==> src/rtl/rle_pkg.sv <==
package rle_pkg;

  // which source feeds the FIFO write port in a cycle
  typedef enum logic [1:0] {
    EMIT_NONE  = 2'd0,
    EMIT_COUNT = 2'd1,
    EMIT_OLD   = 2'd2,
    EMIT_NEW   = 2'd3
  } emit_src_e;

  // pipeline is released when compression is off or both transfer enables are low
  function automatic logic pipe_release(logic comp_on, logic dma_on, logic buf_on);
    return !comp_on || (!dma_on && !buf_on);
  endfunction

endpackage

==> src/rtl/rle_hold_pipe.sv <==
module rle_hold_pipe #(
  parameter int DATA_W = 8
) (
  input  logic              clk,
  input  logic              rst,
  input  logic              take,
  input  logic [DATA_W-1:0] din,
  input  logic              drain,
  output logic [DATA_W-1:0] old_q,
  output logic              old_v,
  output logic [DATA_W-1:0] new_q,
  output logic              new_v
);

  always_ff @(posedge clk) begin
    if (rst) begin
      old_q <= '0;
      old_v <= 1'b0;
      new_q <= '0;
      new_v <= 1'b0;
    end else if (take) begin
      old_q <= new_q;
      old_v <= new_v;
      new_q <= din;
      new_v <= 1'b1;
    end else if (drain) begin
      // the older byte (or the newer one if alone) has just been written out
      old_q <= new_q;
      old_v <= old_v && new_v;
      new_v <= 1'b0;
    end
  end

endmodule

==> src/rtl/rle_run_ctr.sv <==
module rle_run_ctr #(
  parameter int CNT_W = 7
) (
  input  logic             clk,
  input  logic             rst,
  input  logic             start,
  input  logic             extend,
  input  logic             close,
  input  logic             lit_sent,
  output logic [CNT_W-1:0] cnt,
  output logic             lit_due
);

  always_ff @(posedge clk) begin
    if (rst) begin
      cnt     <= '0;
      lit_due <= 1'b0;
    end else begin
      if (lit_sent) lit_due <= 1'b0;
      if (close) begin
        cnt     <= '0;
        lit_due <= 1'b1;
      end else if (start) begin
        cnt <= CNT_W'(1);
      end else if (extend) begin
        cnt <= cnt + 1'b1;
      end
    end
  end

endmodule

==> src/rtl/rle_tx_packer.sv <==
module rle_tx_packer #(
  parameter int DATA_W = 8,
  parameter int CNT_W  = 7
) (
  input  logic              clk,
  input  logic              rst,
  input  logic              comp_en,
  input  logic              dma_en,
  input  logic              buf_we_en,
  input  logic              wr_en,
  input  logic [DATA_W-1:0] wr_data,
  output logic              wr_ready,
  input  logic              fifo_full,
  output logic              fifo_wr,
  output logic [DATA_W:0]   fifo_data
);
  import rle_pkg::*;

  localparam logic [CNT_W-1:0] RUN_MAX = '1;

  logic [DATA_W-1:0] old_q, new_q;
  logic              old_v, new_v;
  logic [CNT_W-1:0]  run_cnt;
  logic              lit_due;

  // three equal bytes across older, newer and offered
  function automatic logic triple_match(logic ov, logic nv, logic [DATA_W-1:0] o,
                                        logic [DATA_W-1:0] n, logic [DATA_W-1:0] x);
    return ov && nv && (o == n) && (n == x);
  endfunction

  // an open run must close on a new value, at the cap, or when compression drops
  function automatic logic run_must_close(logic [CNT_W-1:0] c, logic [DATA_W-1:0] held,
                                          logic [DATA_W-1:0] x, logic on);
    return (c == RUN_MAX) || (x != held) || !on;
  endfunction

  // named internal events
  logic      release_req, in_run, run_brk, room;
  logic      take, ev_start, ev_extend, ev_end, ev_lit, ev_drain;
  emit_src_e emit_sel;

  always_comb begin
    release_req = pipe_release(comp_en, dma_en, buf_we_en);
    in_run      = (run_cnt != '0);
    room        = !fifo_full;
    run_brk     = in_run && run_must_close(run_cnt, new_q, wr_data, comp_en);
    wr_ready    = room && !run_brk;
    take        = wr_en && wr_ready;
    ev_end      = room && in_run && (wr_en ? run_brk : release_req);
    ev_start    = take && !in_run && !lit_due && comp_en &&
                  triple_match(old_v, new_v, old_q, new_q, wr_data);
    ev_extend   = take && in_run;
    ev_lit      = take && !ev_start && !ev_extend && old_v;
    ev_drain    = room && !wr_en && release_req && !in_run && (old_v || new_v);
  end

  always_comb begin
    if (ev_end)                emit_sel = EMIT_COUNT;
    else if (ev_lit)           emit_sel = EMIT_OLD;
    else if (ev_drain && old_v) emit_sel = EMIT_OLD;
    else if (ev_drain)         emit_sel = EMIT_NEW;
    else                       emit_sel = EMIT_NONE;
  end

  always_comb begin
    fifo_wr = (emit_sel != EMIT_NONE);
    case (emit_sel)
      EMIT_COUNT: fifo_data = {1'b1, DATA_W'(run_cnt)};
      EMIT_OLD:   fifo_data = {1'b0, old_q};
      EMIT_NEW:   fifo_data = {1'b0, new_q};
      default:    fifo_data = '0;
    endcase
  end

  rle_hold_pipe #(.DATA_W(DATA_W)) u_pipe (
    .clk   (clk),
    .rst   (rst),
    .take  (take),
    .din   (wr_data),
    .drain (ev_drain),
    .old_q (old_q),
    .old_v (old_v),
    .new_q (new_q),
    .new_v (new_v)
  );

  rle_run_ctr #(.CNT_W(CNT_W)) u_ctr (
    .clk      (clk),
    .rst      (rst),
    .start    (ev_start),
    .extend   (ev_extend),
    .close    (ev_end),
    .lit_sent (ev_lit || ev_drain),
    .cnt      (run_cnt),
    .lit_due  (lit_due)
  );

endmodule

==> config.mk <==
export PLATFORM = sky130hd
export DESIGN_NAME = rle_tx_packer
export DESIGN_NICKNAME = d
export VERILOG_FILES = /design/src/rtl/rle_pkg.sv /design/src/rtl/rle_hold_pipe.sv /design/src/rtl/rle_run_ctr.sv /design/src/rtl/rle_tx_packer.sv
export SDC_FILE = /design/constraint.sdc
export NUM_CORES = 1
export LEC_CHECK = 0
export ABC_AREA = 1
export BUFFER_PORTS_ARGS = -buffer_cell sky130_fd_sc_hd__buf_4
export CORE_ASPECT_RATIO = 0.9
export CORE_MARGIN = 2
export CORE_UTILIZATION = 40
export DETAILED_ROUTE_END_ITERATION = 8
export GPL_ROUTABILITY_DRIVEN = 0
export SYNTH_ARGS = -nofsm -noshare
export SYNTH_HDL_FRONTEND = slang
export SYNTH_HIERARCHICAL = 1
export SYNTH_SLANG_ARGS = --single-unit
==> constraint.sdc <==
create_clock -name clk -period 1.75 [get_ports clk]
set_input_delay 0.2625 -clock clk [delete_from_list [all_inputs] [get_ports clk]]
set_output_delay 0.2625 -clock clk [all_outputs]
set_load 0.01 [all_outputs]
======== After elaboration in Yosys (flattened, before gate mapping) ========
Index checks and enable logic that the tools add are counted.
operators by class
  multiplexer cells ....................... 16
  add/subtract/negate cells ............... 1
  equal/unequal tests ..................... 7
  reduce and logical (&&, ||, !) cells .... 44
operators by type and width
  kind                                                              count
  9-bit one-hot mux with 3 select lines                             1
  1-bit logical AND                                                 22
  8-bit == test                                                     2
  8-bit 2-to-1 mux                                                  2
  1-bit logical NOT                                                 10
  1-bit 2-to-1 mux                                                  9
  2-bit 2-to-1 mux                                                  4
  8-bit != test                                                     1
  2-bit nonzero test                                                4
  7-bit by 1-bit adder with 7-bit output (second input constant)    1
  7-bit == test (second input constant)                             1
  7-bit nonzero test                                                1
  1-bit logical OR                                                  5
  2-bit == test (second input constant)                             2
  3-bit OR reduction                                                1
  2-bit by 1-bit == test with 1-bit output (second input constant)  1
  2-bit OR reduction                                                1
word-level totals
  output and inout bits ................... 11
  register bits ........................... 26
  input port bits ......................... 15

======== Longest topological paths before layout ========
  depth in word-level cells ............... 19
  mapped depth ............................ 14
  gate-level depth less buffers ........... 14

======== Cells and area by module ========
The synthesis kept the hierarchy.
by module, submodules not included
  module         cells each  times used  seq. area each (µm²)  area an instance (µm²)
  rle_tx_packer  166         1           0.0                   755.7
  rle_hold_pipe  94          1           360.3                 680.7
  rle_run_ctr    53          1           160.2                 367.9

======== Least setup slack after synthesis ========
Ideal clock, no wire load.
  path kind ............................... reg-to-reg
  start ................................... register u_pipe.new_q[7]
  end ..................................... register u_ctr.cnt[6]
  required time ........................... 1.635 ns
  data arrival time ....................... 1.734 ns
  clock period less this slack ............ 1.849 ns
  setup slack ............................. -0.099 ns
  stages on the path, launching flop included .. 14
  setup time .............................. 0.115 ns
  cells stage by stage .................... dfxtp_1 inv_2 nand2_1 nand2_1 nor2_1 nand2_1 nor2_4 nand3_2 nor3_1 nand2_1 nor2_2 nand3_1 nand2_1 nor2_1
RTL lines
  element                         line                 source
  start: declaration              rle_hold_pipe.sv:11  output logic [DATA_W-1:0] new_q,
  start signal: assignment        rle_hold_pipe.sv:24  new_q <= din;
  8-bit != test                   rle_tx_packer.sv:35  return (c == RUN_MAX) || (x != held) || !on;
  1-bit logical OR (2 in series)  rle_tx_packer.sv:35
  1-bit logical AND               rle_tx_packer.sv:47  run_brk = in_run && run_must_close(run_cnt, new_q, wr_data, comp_en);
  1-bit logical NOT               rle_tx_packer.sv:48  wr_ready = room && !run_brk;
  1-bit logical AND               rle_tx_packer.sv:48
  1-bit logical AND               rle_tx_packer.sv:49  take = wr_en && wr_ready;
  1-bit logical AND               rle_tx_packer.sv:53  ev_extend = take && in_run;
  net ev_extend                   rle_tx_packer.sv:40  logic take, ev_start, ev_extend, ev_end, ev_lit, ev_drain;
  end signal: assignment          rle_run_ctr.sv:26    cnt <= cnt + 1'b1;
  end: declaration                rle_run_ctr.sv:10    output logic [CNT_W-1:0] cnt,
The timed path passes the listed nets, and every way through them passes these cells.
A chain may end at the register's enable or synchronous reset.

======== Final worst setup path ========
  start ................................... register u_ctr.cnt[3]
  end ..................................... output fifo_data[2]
between the ends
  cells in the longest elaborated chain, start to end .. 19
RTL lines
  element                                                                    line                 source
  7-bit == test                                                              rle_tx_packer.sv:35
  1-bit logical OR (2 in series)                                             rle_tx_packer.sv:35
  1-bit logical AND                                                          rle_tx_packer.sv:47
  1-bit logical NOT                                                          rle_tx_packer.sv:48
  1-bit logical AND                                                          rle_tx_packer.sv:48
  1-bit logical AND                                                          rle_tx_packer.sv:49
  1-bit logical AND (4 in series)                                            rle_tx_packer.sv:51  ev_start = take && !in_run && !lit_due && comp_en &&
  1-bit logical NOT                                                          rle_tx_packer.sv:54  ev_lit = take && !ev_start && !ev_extend && old_v;
  1-bit logical AND (3 in series)                                            rle_tx_packer.sv:54
  2-bit 2-to-1 mux                                                           rle_tx_packer.sv:60  else if (ev_lit) emit_sel = EMIT_OLD;
  2-bit 2-to-1 mux (*)                                                       rle_tx_packer.sv:59  if (ev_end) emit_sel = EMIT_COUNT;
  2-bit == test or 2-bit by 1-bit == test with 1-bit output (tied branches)  rle_tx_packer.sv:68  case (emit_sel)
  9-bit one-hot mux with 3 select lines (*)                                  rle_tx_packer.sv:68
  end: declaration                                                           rle_tx_packer.sv:15  output logic [DATA_W:0] fifo_data
Every way passes the cells marked *; elsewhere a longest branch is shown, timed or not.

==> load_flow_metrics.sql <==
INSERT INTO impl_metrics (metric_group, metric, value, unit) VALUES
('logic_synthesis', 'synth.yosys.seq_area_share', '28.8', '%'),
('layout', 'final_nets', '410', ''),
('critical_path', 'timing.critical_path.slowest_stage_cell', 'dfxtp_2', ''),
('timing', 'final.min_clock_period', '2260', 'ps'),
('placement', 'pre_cts_ws', '-228', 'ps'),
('timing', 'setup_tns_final', '-6670', 'ps'),
('clock_tree', 'clkSinkCount', '26', ''),
('clock_tree', 'cts_clock_pin_slew_for_the_worst_setup_and_hold_paths', '100', 'ps'),
('global_routing', 'grt_max_degree', '18', ''),
('critical_path', 'critical_path_s_largest_stage_delay', '340', 'ps'),
('placement', 'port_buffers', '25', ''),
('status', 'violations', 'negative setup slack', ''),
('critical_path', 'start_kind', 'flip-flop', ''),
('critical_path', 'required', '1490', 'ps'),
('floorplan', 'boundaryPins', '26', ''),
('logic_synthesis', 'netlist_instances', '313', ''),
('layout', 'areaGrowthSynthToFinish', '58.3', '%'),
('logic_synthesis', 'syn_nets', '329', ''),
('global_routing', 'grt_remaining_overflow', '0', ''),
('logic_synthesis', 'synth.cell_area', '0.00180', 'mm²'),
('floorplan', 'die_h', '67.7', 'µm'),
('routing', 'routed_via_density', '4.64', ''),
('timing', 'slew-limit-headroom', '63.2', '%'),
('critical_path', 'critical_path_sink_type', 'output pin', ''),
('floorplan', 'initial_core_util', '41.0', '%'),
('pwr', 'vdd.ir_drop.worst', '0.436', 'mV'),
('timing', 'fmax', '0.443', 'GHz'),
('floorplan', 'die_w', '74.8', 'µm'),
('routing', 'finalWirelength', '5.46', 'mm'),
('critical_path', 'critPathTopFamily', 'simple AND/OR/NAND/NOR gates', ''),
('timing', 'final.hold.worst_slack', '158', 'ps'),
('timing', 'rsz_0062_raised_after_global_routing', 'yes', ''),
('clock_tree', 'numCtsBuffers', '3', ''),
('routing', 'first_iter_violations', '173', ''),
('global_routing', 'grt_first_pass_wirelength', '8.43', 'mm'),
('clock_tree', 'cts-root-to-sink-buffers', '2', ''),
('global_routing', 'gr_util_all_layers', '21.8', '%'),
('clock_tree', 'cts_tree', 'built', ''),
('pwr', 'power_per_cell_area', '548', 'mW/mm²'),
('timing', 'setup_violations', '35', ''),
('critical_path', 'critical_path_peak_fanout', '8', ''),
('global_routing', 'number_of_antenna_violations_at_the_first_check_in_global_routing', '0', ''),
('hold_path', 'hold_class', 'input port to flip-flop', ''),
('critical_path', 'critical_path.cell_chain', 'or2_4, nor3_4, buf_6, nand2_4, nor2_4, a21oi_4, buf_12, nand3_2, nand3_2, buf_4', ''),
('critical_path', 'worst_path_buffer_plus_inverter_count', '3', ''),
('placement', 'place.detailed.hpwl', '3.72', 'mm'),
('clock_tree', 'clockRootBuffer', 'clkbuf_8', ''),
('critical_path', 'register_to_register_setup_slack', '-200', 'ps'),
('floorplan', 'placeable_core_region', '0.00440', 'mm²'),
('routing', 'drc', '0', ''),
('clock_tree', 'clock_insertion_delay_worst_skew', '280', 'ps'),
('timing', 'finalWorstSetupSlack', '-508', 'ps'),
('critical_path', 'arrival', '2000', 'ps'),
('logic_synthesis', 'synth.ff_latch_count', '26', ''),
('timing', 'min_period_over_period', '129', '%'),
('routing', 'detail_route.wl_per_cell', '12.0', 'µm'),
('pwr', 'p_leak', '1.46', 'nW'),
('status', 'status', 'finished with violations', ''),
('timing', 'hold_viol', '0', ''),
('floorplan', 'die-area', '0.00506', 'mm²'),
('timing', 'worst_clock_skew', '4.84', 'ps'),
('clock_tree', 'ctsHoldBuffers', '0', ''),
('routing', 'vias', '2109', ''),
('clock_tree', 'cts_max_level', '1', ''),
('global_routing', 'first_global_vias', '1871', ''),
('logic_synthesis', 'yosys_warnings', '6', ''),
('floorplan', 'core.rowCount', '23', ''),
('routing', 'ant_nets', '0', ''),
('routing', 'drt_pass1_iterations', '4', ''),
('job', 'max-cap-violations', '0', ''),
('critical_path', 'critical_setup_path_class', 'flip-flop to output pin', ''),
('timing', 'worstMarginPinSlew', '551', 'ps'),
('layout', 'drive_gt1_share', '42.5', '%'),
('layout', 'antenna_cells', '0', ''),
('timing', 'report.final.slew_viol_count', '0', ''),
('critical_path', 'critical_path.most_common_cell', 'nand3_2', ''),
('logic_synthesis', 'avgSynthCellArea', '5.76', 'µm²'),
('logic_synthesis', 'netlist-cell-type-count', '28', '');
## worst reg2reg max path: cells and delay by family, from the launching register on
family | cells | cell delay, ps
AND/OR/NAND/NOR | 12 | 1230
flip-flops | 1 | 350
buffers and inverters | 3 | 270
## kinds of logic after synthesis
logic type / synth area share, %
muxes: 0.555
and+or+nand+nor: 48.3
adders and majority gates: 0.693
DFF: 28.8
buffers and inverters: 12.5
AOI/OAI and AO/OA: 6.66
xor gates and xnor gates: 2.43
## cell usage in the layout (no fill, tap or decap), types with 2 or more instances in the layout
cell,instances
or2_4,2
nand3_1,9
nand2_4,3
nand2_1,86
inv_1,42
buf_4,61
a21oi_1,3
nor3_4,2
inv_2,10
buf_6,16
dfxtp_2,9
nand2_2,11
o21ai_0,12
nor2_4,8
nor2_2,15
clkbuf_8,3
dfxtp_1,17
buf_12,2
nor2_1,47
xor2_1,3
nand3_2,15
a21oi_2,3
## synth_stat cells
library cell	number	area, µm²
buf_6	1	11.3
mux2i_1	1	10.0
nor2_1	62	233
or2_1	1	6.26
a21oi_1	6	30.0
buf_4	2	15.0
nand2_1	98	368
o21ai_0	13	65.1
nand2_2	1	6.26
dfxtp_1	26	521
nand2_4	1	11.3
ha_1	1	12.5
a21oi_2	1	8.76
nand3b_2	1	11.3
nand3_1	23	115
inv_2	8	30.0
o211ai_1	1	7.51
nand4_1	1	6.26
nand3_2	2	20.0
or2_4	1	8.76
nor2_2	6	37.5
nor3_4	1	16.3
xnor2_1	2	17.5
nor3_1	2	10.0
inv_1	45	169
a21o_2	1	8.76
nor2_4	2	22.5
xor2_1	3	26.3
## final cells by class
cell class	instances	area (µm²)
multi-input cells	231	1290
clock inverters	1	30.0
repair buffers	79	678
clock buffers	3	41.3
fillers	408	1550
flip-flops and latches	26	532
well taps	62	77.6
inverters	53	206
## metal layers
layer	up-vias	track usage, %	part of all wire [%]
met2	36	36.9	48
met5	-	0	0
met4	0	4.24	2.0
li1	1107	-	-
met3	10	3.58	4.3
met1	956	29.3	46
## flip-flops by register name, indices dropped and copies added (netlist names)
signal and flops:
u_pipe/old_v 1, u_pipe/new_q 8, u_ctr/cnt 7, u_pipe/old_q 8, u_ctr/lit_due 1, u_pipe/new_v 1
## per-stage QoR
stage,instances,utilization (%),area [µm²],total power [W]
detailed placement,439,54.0,2380,0.000987
floorplan,313,-,1810,0.000843
global placement,439,54.0,2380,0.000983
CTS,450,58.8,2590,0.00153
finish,455,64.8,2860,0.00156
global route,455,64.8,2860,0.00164
## power by group
| part | switching [W] | internal, W | total, W |
|---|---|---|---|
| Sequential | 0.0000334 | 0.000624 | 0.000658 |
| Combinational | 0.000205 | 0.000180 | 0.000385 |
| Clock | 0.000215 | 0.000307 | 0.000522 |
## final timing paths
kind,startpoint,end,depth (start not counted)
max reg2reg,u_pipe/new_q[2]$_SDFFE_PP0P_,u_ctr/cnt[6]$_SDFFE_PP0P_,15
min reg2reg,u_ctr/lit_due$_SDFFE_PP0P_,u_ctr/lit_due$_SDFFE_PP0P_,2
min,rst,u_ctr/lit_due$_SDFFE_PP0P_,2
max,u_ctr/cnt[3]$_SDFFE_PP0P_,fifo_data[2],10
## timing repair
action,in CTS,in global routing
endpoints found under the setup margin,34,37
setup buffers,6,6
gates cloned,1,0
endpoints found under the hold margin,0,0
pin swaps,11,24
resized for setup,26,65
No activity file was read; power rests on OpenSTA's default activity.
